$ cat src/rtl/sdram_cmd_pkg.sv
package sdram_cmd_pkg;

  localparam int TGT0_BIT    = 4;
  localparam int TGT1_BIT    = 3;
  localparam int CNT_LSB     = 5;
  localparam int CNT_W       = 4;
  localparam int PAYLOAD_LSB = 9;
  localparam int STAT_BUSY   = 5;
  localparam int STAT_ERR    = 6;
  localparam int NDEV        = 2;
  localparam int PRE_ALL_BIT = 10;

  typedef enum logic [2:0] {
    MD_NORMAL     = 3'd0,
    MD_CLK_START  = 3'd1,
    MD_PRECHARGE  = 3'd2,
    MD_REFRESH    = 3'd3,
    MD_LOAD_MODE  = 3'd4,
    MD_SELF_REF   = 3'd5,
    MD_POWER_DOWN = 3'd6,
    MD_RESERVED   = 3'd7
  } mode_e;

  typedef enum logic [1:0] {OP_NOP, OP_PRE, OP_REF, OP_MRS} op_e;
  typedef enum logic [1:0] {CK_KEEP, CK_RAISE, CK_LOWER} cke_act_e;
  typedef enum logic [1:0] {ST_IDLE, ST_ISSUE, ST_WAIT} state_e;

  typedef struct packed {
    logic ras_n;
    logic cas_n;
    logic we_n;
  } pins_t;

  function automatic pins_t op_pins(op_e op);
    pins_t p;
    case (op)
      OP_PRE:  p = '{ras_n: 1'b0, cas_n: 1'b1, we_n: 1'b0};
      OP_REF:  p = '{ras_n: 1'b0, cas_n: 1'b0, we_n: 1'b1};
      OP_MRS:  p = '{ras_n: 1'b0, cas_n: 1'b0, we_n: 1'b0};
      default: p = '{ras_n: 1'b1, cas_n: 1'b1, we_n: 1'b1};
    endcase
    return p;
  endfunction

endpackage

$ cat src/rtl/sdram_cmd_decode.sv
module sdram_cmd_decode
  import sdram_cmd_pkg::*;
#(
  parameter int ADDR_W = 13,
  parameter int TW     = 4,
  localparam int WORD_W = PAYLOAD_LSB + ADDR_W
) (
  input  logic [WORD_W-1:0] word,
  input  logic [TW-1:0]     t_rp,
  input  logic [TW-1:0]     t_rc,
  input  logic [TW-1:0]     t_mrd,
  output op_e               op,
  output logic [TW-1:0]     gap,
  output logic [CNT_W-1:0]  extra,
  output cke_act_e          cke_act,
  output logic [NDEV-1:0]   tgt,
  output logic [ADDR_W-1:0] addr_val
);

  function automatic logic [TW-1:0] at_least_one(logic [TW-1:0] t);
    return (t == '0) ? TW'(1) : t;
  endfunction

  mode_e mode;
  assign mode = mode_e'(word[2:0]);
  assign tgt  = {word[TGT1_BIT], word[TGT0_BIT]};

  always_comb begin
    op       = OP_NOP;
    gap      = TW'(1);
    extra    = '0;
    cke_act  = CK_KEEP;
    addr_val = '0;
    case (mode)
      MD_NORMAL, MD_CLK_START: cke_act = CK_RAISE;
      MD_PRECHARGE: begin
        op                    = OP_PRE;
        gap                   = at_least_one(t_rp);
        addr_val[PRE_ALL_BIT] = 1'b1;
      end
      MD_REFRESH: begin
        op    = OP_REF;
        gap   = at_least_one(t_rc);
        extra = word[CNT_LSB +: CNT_W];
      end
      MD_LOAD_MODE: begin
        op       = OP_MRS;
        gap      = at_least_one(t_mrd);
        addr_val = word[PAYLOAD_LSB +: ADDR_W];
      end
      MD_SELF_REF: begin
        op      = OP_REF;
        cke_act = CK_LOWER;
      end
      MD_POWER_DOWN: cke_act = CK_LOWER;
      default: ;
    endcase
  end

endmodule

$ cat src/rtl/sdram_gap_timer.sv
module sdram_gap_timer #(
  parameter int TW = 4
) (
  input  logic          clk,
  input  logic          rst_n,
  input  logic          load,
  input  logic [TW-1:0] load_val,
  output logic          expired
);

  logic [TW-1:0] cnt_q, cnt_d;
  logic          cnt_en;

  assign expired = (cnt_q == '0);
  assign cnt_en  = load || !expired;

  always_comb begin
    cnt_d = cnt_q;
    if (load)          cnt_d = load_val - TW'(1);
    else if (!expired) cnt_d = cnt_q - TW'(1);
  end

  always_ff @(posedge clk or negedge rst_n) begin
    if (!rst_n)      cnt_q <= '0;
    else if (cnt_en) cnt_q <= cnt_d;
  end

endmodule

$ cat src/rtl/sdram_cke_bank.sv
module sdram_cke_bank #(
  parameter int N = 2
) (
  input  logic         clk,
  input  logic         rst_n,
  input  logic         upd,
  input  logic [N-1:0] tgt,
  input  logic         val,
  output logic [N-1:0] cke
);

  for (genvar i = 0; i < N; i++) begin : g_dev
    logic cke_q;
    logic cke_en;
    assign cke_en = upd && tgt[i];
    always_ff @(posedge clk or negedge rst_n) begin
      if (!rst_n)      cke_q <= 1'b0;
      else if (cke_en) cke_q <= val;
    end
    assign cke[i] = cke_q;
  end

endmodule

$ cat src/rtl/sdram_cmd_issuer.sv
module sdram_cmd_issuer
  import sdram_cmd_pkg::*;
#(
  parameter int ADDR_W = 13,
  parameter int BA_W   = 2,
  parameter int TW     = 4
) (
  input  logic              clk,
  input  logic              rst_n,
  input  logic              cmd_wr,
  input  logic [31:0]       cmd_wdata,
  input  logic [TW-1:0]     t_rp,
  input  logic [TW-1:0]     t_rc,
  input  logic [TW-1:0]     t_mrd,
  output logic [31:0]       status,
  output logic [1:0]        mem_cke,
  output logic [1:0]        mem_cs_n,
  output logic              mem_ras_n,
  output logic              mem_cas_n,
  output logic              mem_we_n,
  output logic [BA_W-1:0]   mem_ba,
  output logic [ADDR_W-1:0] mem_addr
);

  localparam int WORD_W = PAYLOAD_LSB + ADDR_W;

  state_e              state_q, state_d;
  logic [WORD_W-1:0]   word_q;
  logic                word_en;
  logic [CNT_W-1:0]    reps_q, reps_d;
  logic                err_q, err_d;
  pins_t               pins_q, pins_d;
  logic [NDEV-1:0]     cs_n_q, cs_n_d;
  logic [ADDR_W-1:0]   addr_q, addr_d;
  logic                busy;

  op_e                 dec_op;
  logic [TW-1:0]       dec_gap;
  logic [CNT_W-1:0]    dec_extra;
  cke_act_e            dec_cke_act;
  logic [NDEV-1:0]     dec_tgt;
  logic [ADDR_W-1:0]   dec_addr;

  logic                tmr_load;
  logic                tmr_expired;
  logic                cke_upd;

  logic                unused_wdata;
  assign unused_wdata = ^cmd_wdata[31:WORD_W];

  sdram_cmd_decode #(.ADDR_W(ADDR_W), .TW(TW)) u_decode (
    .word     (word_q),
    .t_rp     (t_rp),
    .t_rc     (t_rc),
    .t_mrd    (t_mrd),
    .op       (dec_op),
    .gap      (dec_gap),
    .extra    (dec_extra),
    .cke_act  (dec_cke_act),
    .tgt      (dec_tgt),
    .addr_val (dec_addr)
  );

  sdram_gap_timer #(.TW(TW)) u_timer (
    .clk      (clk),
    .rst_n    (rst_n),
    .load     (tmr_load),
    .load_val (dec_gap),
    .expired  (tmr_expired)
  );

  sdram_cke_bank #(.N(NDEV)) u_cke (
    .clk   (clk),
    .rst_n (rst_n),
    .upd   (cke_upd),
    .tgt   (dec_tgt),
    .val   (dec_cke_act == CK_RAISE),
    .cke   (mem_cke)
  );

  assign busy    = (state_q != ST_IDLE);
  assign word_en = (state_q == ST_IDLE) && cmd_wr;

  always_comb begin
    state_d  = state_q;
    reps_d   = reps_q;
    err_d    = err_q;
    pins_d   = op_pins(OP_NOP);
    cs_n_d   = '1;
    addr_d   = '0;
    tmr_load = 1'b0;
    cke_upd  = 1'b0;
    if (cmd_wr && busy) err_d = 1'b1;
    case (state_q)
      ST_IDLE: begin
        if (cmd_wr) state_d = ST_ISSUE;
      end
      ST_ISSUE: begin
        pins_d   = op_pins(dec_op);
        cs_n_d   = (dec_op == OP_NOP) ? '1 : ~dec_tgt;
        addr_d   = dec_addr;
        tmr_load = 1'b1;
        reps_d   = dec_extra;
        cke_upd  = (dec_cke_act != CK_KEEP);
        state_d  = ST_WAIT;
      end
      ST_WAIT: begin
        if (tmr_expired) begin
          if (reps_q != '0) begin
            pins_d   = op_pins(OP_REF);
            cs_n_d   = ~dec_tgt;
            addr_d   = dec_addr;
            tmr_load = 1'b1;
            reps_d   = reps_q - CNT_W'(1);
          end else begin
            state_d = ST_IDLE;
          end
        end
      end
      default: state_d = ST_IDLE;
    endcase
  end

  always_ff @(posedge clk or negedge rst_n) begin
    if (!rst_n) begin
      state_q <= ST_IDLE;
      reps_q  <= '0;
      err_q   <= 1'b0;
      pins_q  <= '{ras_n: 1'b1, cas_n: 1'b1, we_n: 1'b1};
      cs_n_q  <= '1;
      addr_q  <= '0;
    end else begin
      state_q <= state_d;
      reps_q  <= reps_d;
      err_q   <= err_d;
      pins_q  <= pins_d;
      cs_n_q  <= cs_n_d;
      addr_q  <= addr_d;
    end
  end

  always_ff @(posedge clk or negedge rst_n) begin
    if (!rst_n)       word_q <= '0;
    else if (word_en) word_q <= cmd_wdata[WORD_W-1:0];
  end

  always_comb begin
    status            = '0;
    status[STAT_BUSY] = busy;
    status[STAT_ERR]  = err_q;
  end

  assign mem_cs_n  = cs_n_q;
  assign mem_ras_n = pins_q.ras_n;
  assign mem_cas_n = pins_q.cas_n;
  assign mem_we_n  = pins_q.we_n;
  assign mem_addr  = addr_q;
  assign mem_ba    = '0;

endmodule

$ cat config.mk
export PLATFORM = sky130hd
export DESIGN_NAME = sdram_cmd_issuer
export DESIGN_NICKNAME = d
export VERILOG_FILES = /design/src/rtl/sdram_cmd_pkg.sv /design/src/rtl/sdram_cmd_decode.sv /design/src/rtl/sdram_gap_timer.sv /design/src/rtl/sdram_cke_bank.sv /design/src/rtl/sdram_cmd_issuer.sv
export SDC_FILE = /design/constraint.sdc
export NUM_CORES = 1
export LEC_CHECK = 0
export ABC_AREA = 1
export ABC_CLOCK_PERIOD_IN_PS = 4900
export CAP_MARGIN = 15
export CORE_MARGIN = 4
export CORE_UTILIZATION = 48
export CTS_CLUSTER_SIZE = 14
export DETAILED_ROUTE_END_ITERATION = 6
export GPL_TIMING_DRIVEN = 1
export PLACE_DENSITY = 0.83
export SYNTH_ARGS = -nofsm -noshare
export SYNTH_HDL_FRONTEND = slang
export SYNTH_SLANG_ARGS = --single-unit
$ cat constraint.sdc
create_clock -name clk -period 4.9 [get_ports clk]
set_input_delay 0.49 -clock clk [delete_from_list [all_inputs] [get_ports clk]]
set_output_delay 0.49 -clock clk [all_outputs]
set_load 0.01 [all_outputs]
; Word-level counts from Yosys, hierarchy flattened
; Index checks and enable logic that the tools add are counted.
[word_totals]
mem_bits_rw = 0
latchBits = 0
word_cells = 90
rom_bits = 0
inputBits = 47
register_bits = 53
n_memories = 0
out_inout_bits = 54
[op_classes]
n_div = 0
mux = 34
bitwise_logic = 1
n_shift = 0
n_addsub = 3
eq_ne = 17
n_lt_le_gt_ge = 0
n_reduce_logical = 23
multipliers = 0
[ops]
columns = cell, count
row1 = $mux 4, 8
row2 = $mux 13, 2
row3 = $pmux 13 s2, 1
row4 = $logic_not 4->1, 4
row5 = $mux 2, 7
row6 = $pmux 2 s3, 2
row7 = $pmux 4 s3, 1
row8 = $sub 4x1->4 const B, 3
row9 = $mux 10, 1
row10 = $eq 3x3->1 const B, 3
row11 = $pmux 3 s3, 1
row12 = $pmux 2 s2, 2
row13 = $pmux 4 s2, 1
row14 = $eq 2x1->1 const B, 3
row15 = $eq 2x2->1 const B, 3
row16 = $eq 3x2->1 const B, 2
row17 = $mux 3, 2
row18 = $ne 2x2->1 const B, 3
row19 = $pmux 3 s2, 1
row20 = $reduce_and 3->1, 2
row21 = $reduce_bool 2->1, 3
row22 = $reduce_or 2->1, 3
row23 = $logic_and 1x1->1, 4
row24 = $logic_not 2->1, 2
row25 = other kinds (10), 14

; Depth between registers and ports, before layout
[depth]
ltp_word = 6
depth_mapped = 13
ltp_nobuf = 13

; By module
; From an unflattened synthesis, not the netlist that was laid out.
[hier_totals]
hier_cells = 355
area_unflattened_um2 = 3059.2
[modules_own_cells]
columns = module, area_per_inst_um2, instances, seq_area_each_um2, cells_each
row1 = sdram_cmd_issuer, 2277.2, 1, 1182.4, 209
row2 = sdram_cmd_decode, 369.1, 1, 0.0, 85
row3 = sdram_gap_timer, 315.3, 1, 100.1, 49
row4 = sdram_cke_bank, 97.6, 1, 50.0, 12

; Least setup slack after synthesis
; Ideal clock, no wire load.
[synth_path]
path_kind = flip-flop to flip-flop
from = reg state_q[0]
to = reg u_timer.cnt_q[2]
t_arrival_ns = 1.564
setup_time_ns = 0.126
required_time_ns = 4.774
synth_period_minus_slack_ns = 1.690
path_slack_ns = 3.210
path_buffers = 0
path_stages_with_launch = 12
path_cell_list = dfrtp_1 > inv_1 > ha_1 > nor2_2 > nor2_2 > nand2_2 > inv_2 > nand2_2 > nand2_2 > ha_1 > nand3_1 > a21oi_2
[synth_between]
elab_chain_len = 4
word_cells_on_any_way = 7
classes_between = eq/ne (3) / mux (2) / reduce/logical (2)
[synth_rtl]
columns = element, line
row1 = start: declaration, sdram_cmd_issuer.sv:27  ; state_e state_q, state_d;
row2 = start signal: assignment, sdram_cmd_issuer.sv:133  ; state_q <= state_d;
row3 = $eq 2x2->1 / $eq 2x1->1 (equally long branches), sdram_cmd_issuer.sv:94  ; case (state_q)
row4 = $pmux 1 s2 *, sdram_cmd_issuer.sv:94
row5 = $ne 2x1->1 (no source line) / $logic_or 1x1->1 (equally long branches), --
row6 = $reduce_and 2->1 (no source line), --
row7 = end signal: assignment, sdram_gap_timer.sv:25  ; else if (cnt_en) cnt_q <= cnt_d;
row8 = end: declaration, sdram_gap_timer.sv:11  ; logic [TW-1:0] cnt_q, cnt_d;
; Mark *: on every way between the ends. The rest lies on a longest branch, timed or not.
; A chain may end at the register's enable or synchronous reset.

; Worst setup path after layout
[layout_path]
from = reg state_q[0]
to = out status[5]
[layout_between]
elab_chain_len = 1
[layout_rtl]
columns = element, line
row1 = $reduce_bool 2->1, sdram_cmd_issuer.sv:81  ; assign busy = (state_q != ST_IDLE);
row2 = end: declaration, sdram_cmd_issuer.sv:15  ; output logic [31:0] status,
; Every way passes these cells.

==> metrics.log <==
INFO  metric status = complete, no violations
INFO  metric htree_levels = 2
INFO  metric yosys-top-cells-area = sky130_fd_sc_hd__dfrtp_1 44%, sky130_fd_sc_hd__buf_4 9.9%, sky130_fd_sc_hd__mux2_2 7.4%
INFO  metric yosysTopAreaCellShare = 44.06%
INFO  metric num_ports = roughly 100
INFO  metric dr_wl_met2 = around 2800 µm
INFO  metric synth_edf_count = 0
INFO  metric worst_ep_required_time = around 4.4 ns
INFO  metric post_synth.cell_area_avg = about 9.3 µm²
INFO  metric drt-initial-drc-count = 101
INFO  metric slew_headroom = 26.70%
INFO  metric timing.setup.critical_path_class = reg -> out
INFO  metric antenna_found_initial = 0
INFO  metric mostFrequentLayoutCell = sky130_fd_sc_hd__clkdlybuf4s50_1
INFO  metric gr-total-overflow = 0
INFO  metric cts_setup_buffers = 0
INFO  metric wl = 5353 µm
INFO  metric placement.cell_area = between 3000 and 4000 µm²
INFO  metric crit_slowest_cell = sky130_fd_sc_hd__clkdlybuf4s50_1
INFO  metric worstPathCellList = inv_1 -> ha_1 -> inv_1 -> clkdlybuf4s50_1
INFO  metric post-route-min-period = 2.132 ns
INFO  metric fin_nets = approximately 400
INFO  metric route.antenna.remaining_nets = 0
INFO  metric grt_usage = ~16%
INFO  metric power_density = about 530 nW/µm²
INFO  metric worst-path-stages = 4
INFO  metric cp-end-kind = output port
INFO  metric reg2reg_depth = 12
INFO  metric fin_hold_ws = 0.2744 ns
INFO  metric cp_num_buf_inv = 3
INFO  metric port-buffer-count = 58
INFO  metric timing_worst_slew_pin_value = around 1.1 ns
INFO  metric detail_route.wirelength.met1 = 2197 µm
INFO  metric yosysTopAreaCell = sky130_fd_sc_hd__dfrtp_1
INFO  metric clk_latency = ~0.31 ns
INFO  metric die_width = between 80 and 90 µm
INFO  metric final_min_period_over_clock_period = a little over two fifths
INFO  metric wire_length_of_the_first_global_routing_pass = between 9000 and 10000 µm
INFO  metric yosysUniqueCellTypes = 31
INFO  metric routabilityCongestion = roughly 0.86
INFO  metric slowest_delay = around 0.56 ns
INFO  metric starting_density_of_the_core = 49.51%
INFO  metric count_of_hold_buffers_inserted_by_post_cts_repair = 0
INFO  metric synthesis.area = 2726 µm²
INFO  metric synthArstFlopShare = 100.0%
INFO  metric core-area = 5507 µm²
INFO  metric hold_class = in -> async
INFO  metric vias = between 2000 and 2500
INFO  metric critical_path.startpoint = state_q[0]
INFO  metric fmaxAchievable = between 0.4 and 0.5 GHz
INFO  metric cts.repair.resized = 0
INFO  metric synth_sequential_area_ratio = around half
INFO  metric combinational_family_with_the_most_area_after_synthesis = simple AND/OR/NAND/NOR gates
INFO  metric p_leak = ~0.0016 µW
INFO  metric antenna-diode-count = 0
INFO  metric tritoncts_num_sinks = 53
INFO  metric die_h = 83.37 µm
INFO  metric area_growth_syn_to_layout = 22.07%
INFO  metric clk_pin_slew_worst_paths = around 0.10 ns
INFO  metric vias_per_instance = 4.749
INFO  metric ys_warn_count = 0
INFO  metric dr.pass1.iters = 6
INFO  metric arrival_time_at_the_worst_endpoint = 1.64 ns
INFO  metric hold_violations = 0
INFO  metric critPathMaxFanout = 4
INFO  metric crit_family = buffers and inverters
INFO  metric synth-simple-area-share = 19.00%
INFO  metric max_cap_viol_count = 0
INFO  metric timing.final.setup_violations = 0
INFO  metric maxUsedRoutingLayer = met4
INFO  metric clock_tree_from_tritoncts = yes
INFO  metric ys_ff_latch = between 50 and 60
INFO  metric rsz0062_at_grt = no
INFO  metric dp_hpwl = 3998 µm
INFO  metric via_count_of_the_first_global_routing_pass = ~2000
INFO  metric post_route_cells_drive_above_1_share = ~16%
INFO  metric synth_adder_area_share = about 2.3%
INFO  metric fin_area = ~3300 µm²
INFO  metric netlist_instances = 293
INFO  metric cts.root.buffer_cell = sky130_fd_sc_hd__clkbuf_8
INFO  metric xor_xnor_share_of_the_synthesized_area = less than 1%
INFO  metric max-clock-path-buffers = 2
INFO  metric fin_setup_tns = 0 ns
INFO  metric synth.area.mux_share = ~7.4%
INFO  metric fp.dieArea = around 6900 µm²
INFO  metric cts_inserted_buffers = 5
INFO  metric mostFrequentLayoutCells = 57 x sky130_fd_sc_hd__clkdlybuf4s50_1, 50 x sky130_fd_sc_hd__nand2_1, 48 x sky130_fd_sc_hd__dfrtp_1, 32 x sky130_fd_sc_hd__conb_1, 29 x sky130_fd_sc_hd__nor2_1
INFO  metric critical_path.reg2reg.startpoint = state_q[0]
INFO  metric wire_per_inst = ~13 µm
INFO  metric vdd.ir_drop.worst = roughly 0.00022 V
INFO  metric timing.critical_path.mode_cell = sky130_fd_sc_hd__inv_1
INFO  metric remaining_drc_errors = 0
INFO  metric maximum_number_of_pins_on_one_net_before_global_route_repair = 54
INFO  metric timing.clock.skew = between 0.008 and 0.009 ns
INFO  metric start_kind = flop
INFO  metric met3_wirelength = 334 µm
INFO  metric timing.final.max_slew_violations = 0
INFO  metric synth_compound_gate_area_share = 6.746%
INFO  metric synth_flop_cell = sky130_fd_sc_hd__dfrtp_1
INFO  metric num_rows = 27
layout make-up:
class | instances | area (µm²)
multi-input combinational | 201 | 1096
timing repair buffer | 59 | 583.1
sequential | 53 | 1333
fill | 469 | 2178
inverter | 29 | 113.9
tap | 72 | 90.09
clock inverter | 3 | 43.79
clock buffer | 5 | 68.82
state kept, by name (all words and copies together) (netlist names):
name / flops
err_q: 1
mem_addr: 13
mem_cas_n: 1
mem_cs_n: 2
mem_ras_n: 1
mem_we_n: 1
reps_q: 4
state_q: 2
u_cke.g_dev.cke_q: 2
u_timer.cnt_q: 4
word_q: 22
report_power, final:
part	switching, µW	internal (µW)	leakage, µW
Sequential	103	606	0.000653
Combinational	440	326	0.000839
Clock	146	153	0.0000585
Total	688	1090	0.00155
cell families after synthesis:
family | count (synthesis)
AOI/OAI and AO/OA | 31
muxes | 18
buffers and inverters | 70
and+or+nand+nor | 114
DFF | 53
other | 1
xor gates and xnor gates | 1
adders and majority gates | 5
metrics by stage:
step	worst slack [ns]	cells	power [µW]	utilization, %
after CTS	2.751	422	1785	60.44
final	2.768	422	1774	60.44
after global routing	2.588	422	1924	60.44
after floorplan	3.210	324	1289	-
after detailed placement	2.559	414	1484	58.40
after global placement	2.597	414	1442	58.40
path summary, 6_finish.rpt:
check | slack [ns] | end
max in group asynchronous | 4.18 | u_timer.cnt_q[0]
worst max register to register | 2.80 | u_timer.cnt_q[2]
min in group clk | 0.44 | mem_cs_n[0]
worst max-delay path | 2.77 | status[5]
worst min register to register | 0.44 | mem_cs_n[0]
worst min-delay path | 0.27 | word_q[3]
cells in the mapped netlist, types with 3 or more instances:
cell type and number:
sky130_fd_sc_hd__dfrtp_1 48, sky130_fd_sc_hd__dfstp_2 5, sky130_fd_sc_hd__o21ai_0 15, sky130_fd_sc_hd__inv_1 24, sky130_fd_sc_hd__a21oi_2 3, sky130_fd_sc_hd__nand4_1 3, sky130_fd_sc_hd__a21oi_1 7, sky130_fd_sc_hd__buf_4 36
sky130_fd_sc_hd__nand2_2 7, sky130_fd_sc_hd__nor2_2 4, sky130_fd_sc_hd__buf_2 3, sky130_fd_sc_hd__nand2_1 50, sky130_fd_sc_hd__inv_2 3, sky130_fd_sc_hd__nor2_1 29, sky130_fd_sc_hd__ha_1 5, sky130_fd_sc_hd__nand3_1 16
sky130_fd_sc_hd__mux2_2 18
worst reg2reg max path, stage by stage, from the launching register on:
cell,delay (ns)
sky130_fd_sc_hd__dfrtp_1,0.39
sky130_fd_sc_hd__inv_1,0.08
sky130_fd_sc_hd__ha_1,0.27
sky130_fd_sc_hd__nor2_2,0.23
sky130_fd_sc_hd__nor2_2,0.08
sky130_fd_sc_hd__nand2_2,0.30
sky130_fd_sc_hd__inv_2,0.10
sky130_fd_sc_hd__nand2_2,0.10
sky130_fd_sc_hd__nand2_2,0.06
sky130_fd_sc_hd__ha_1,0.21
sky130_fd_sc_hd__inv_1,0.06
sky130_fd_sc_hd__nand2_1,0.06
sky130_fd_sc_hd__a21oi_2,0.11
per-layer routing:
layer / GRT usage [%] / vias up
met1: 19.29 / 953
met3: 4.167 / 5
met5: 0 / -
met2: 28.28 / 62
met4: 5.498 / 0
li1: - / 984
(Power assumes the default switching activity.)
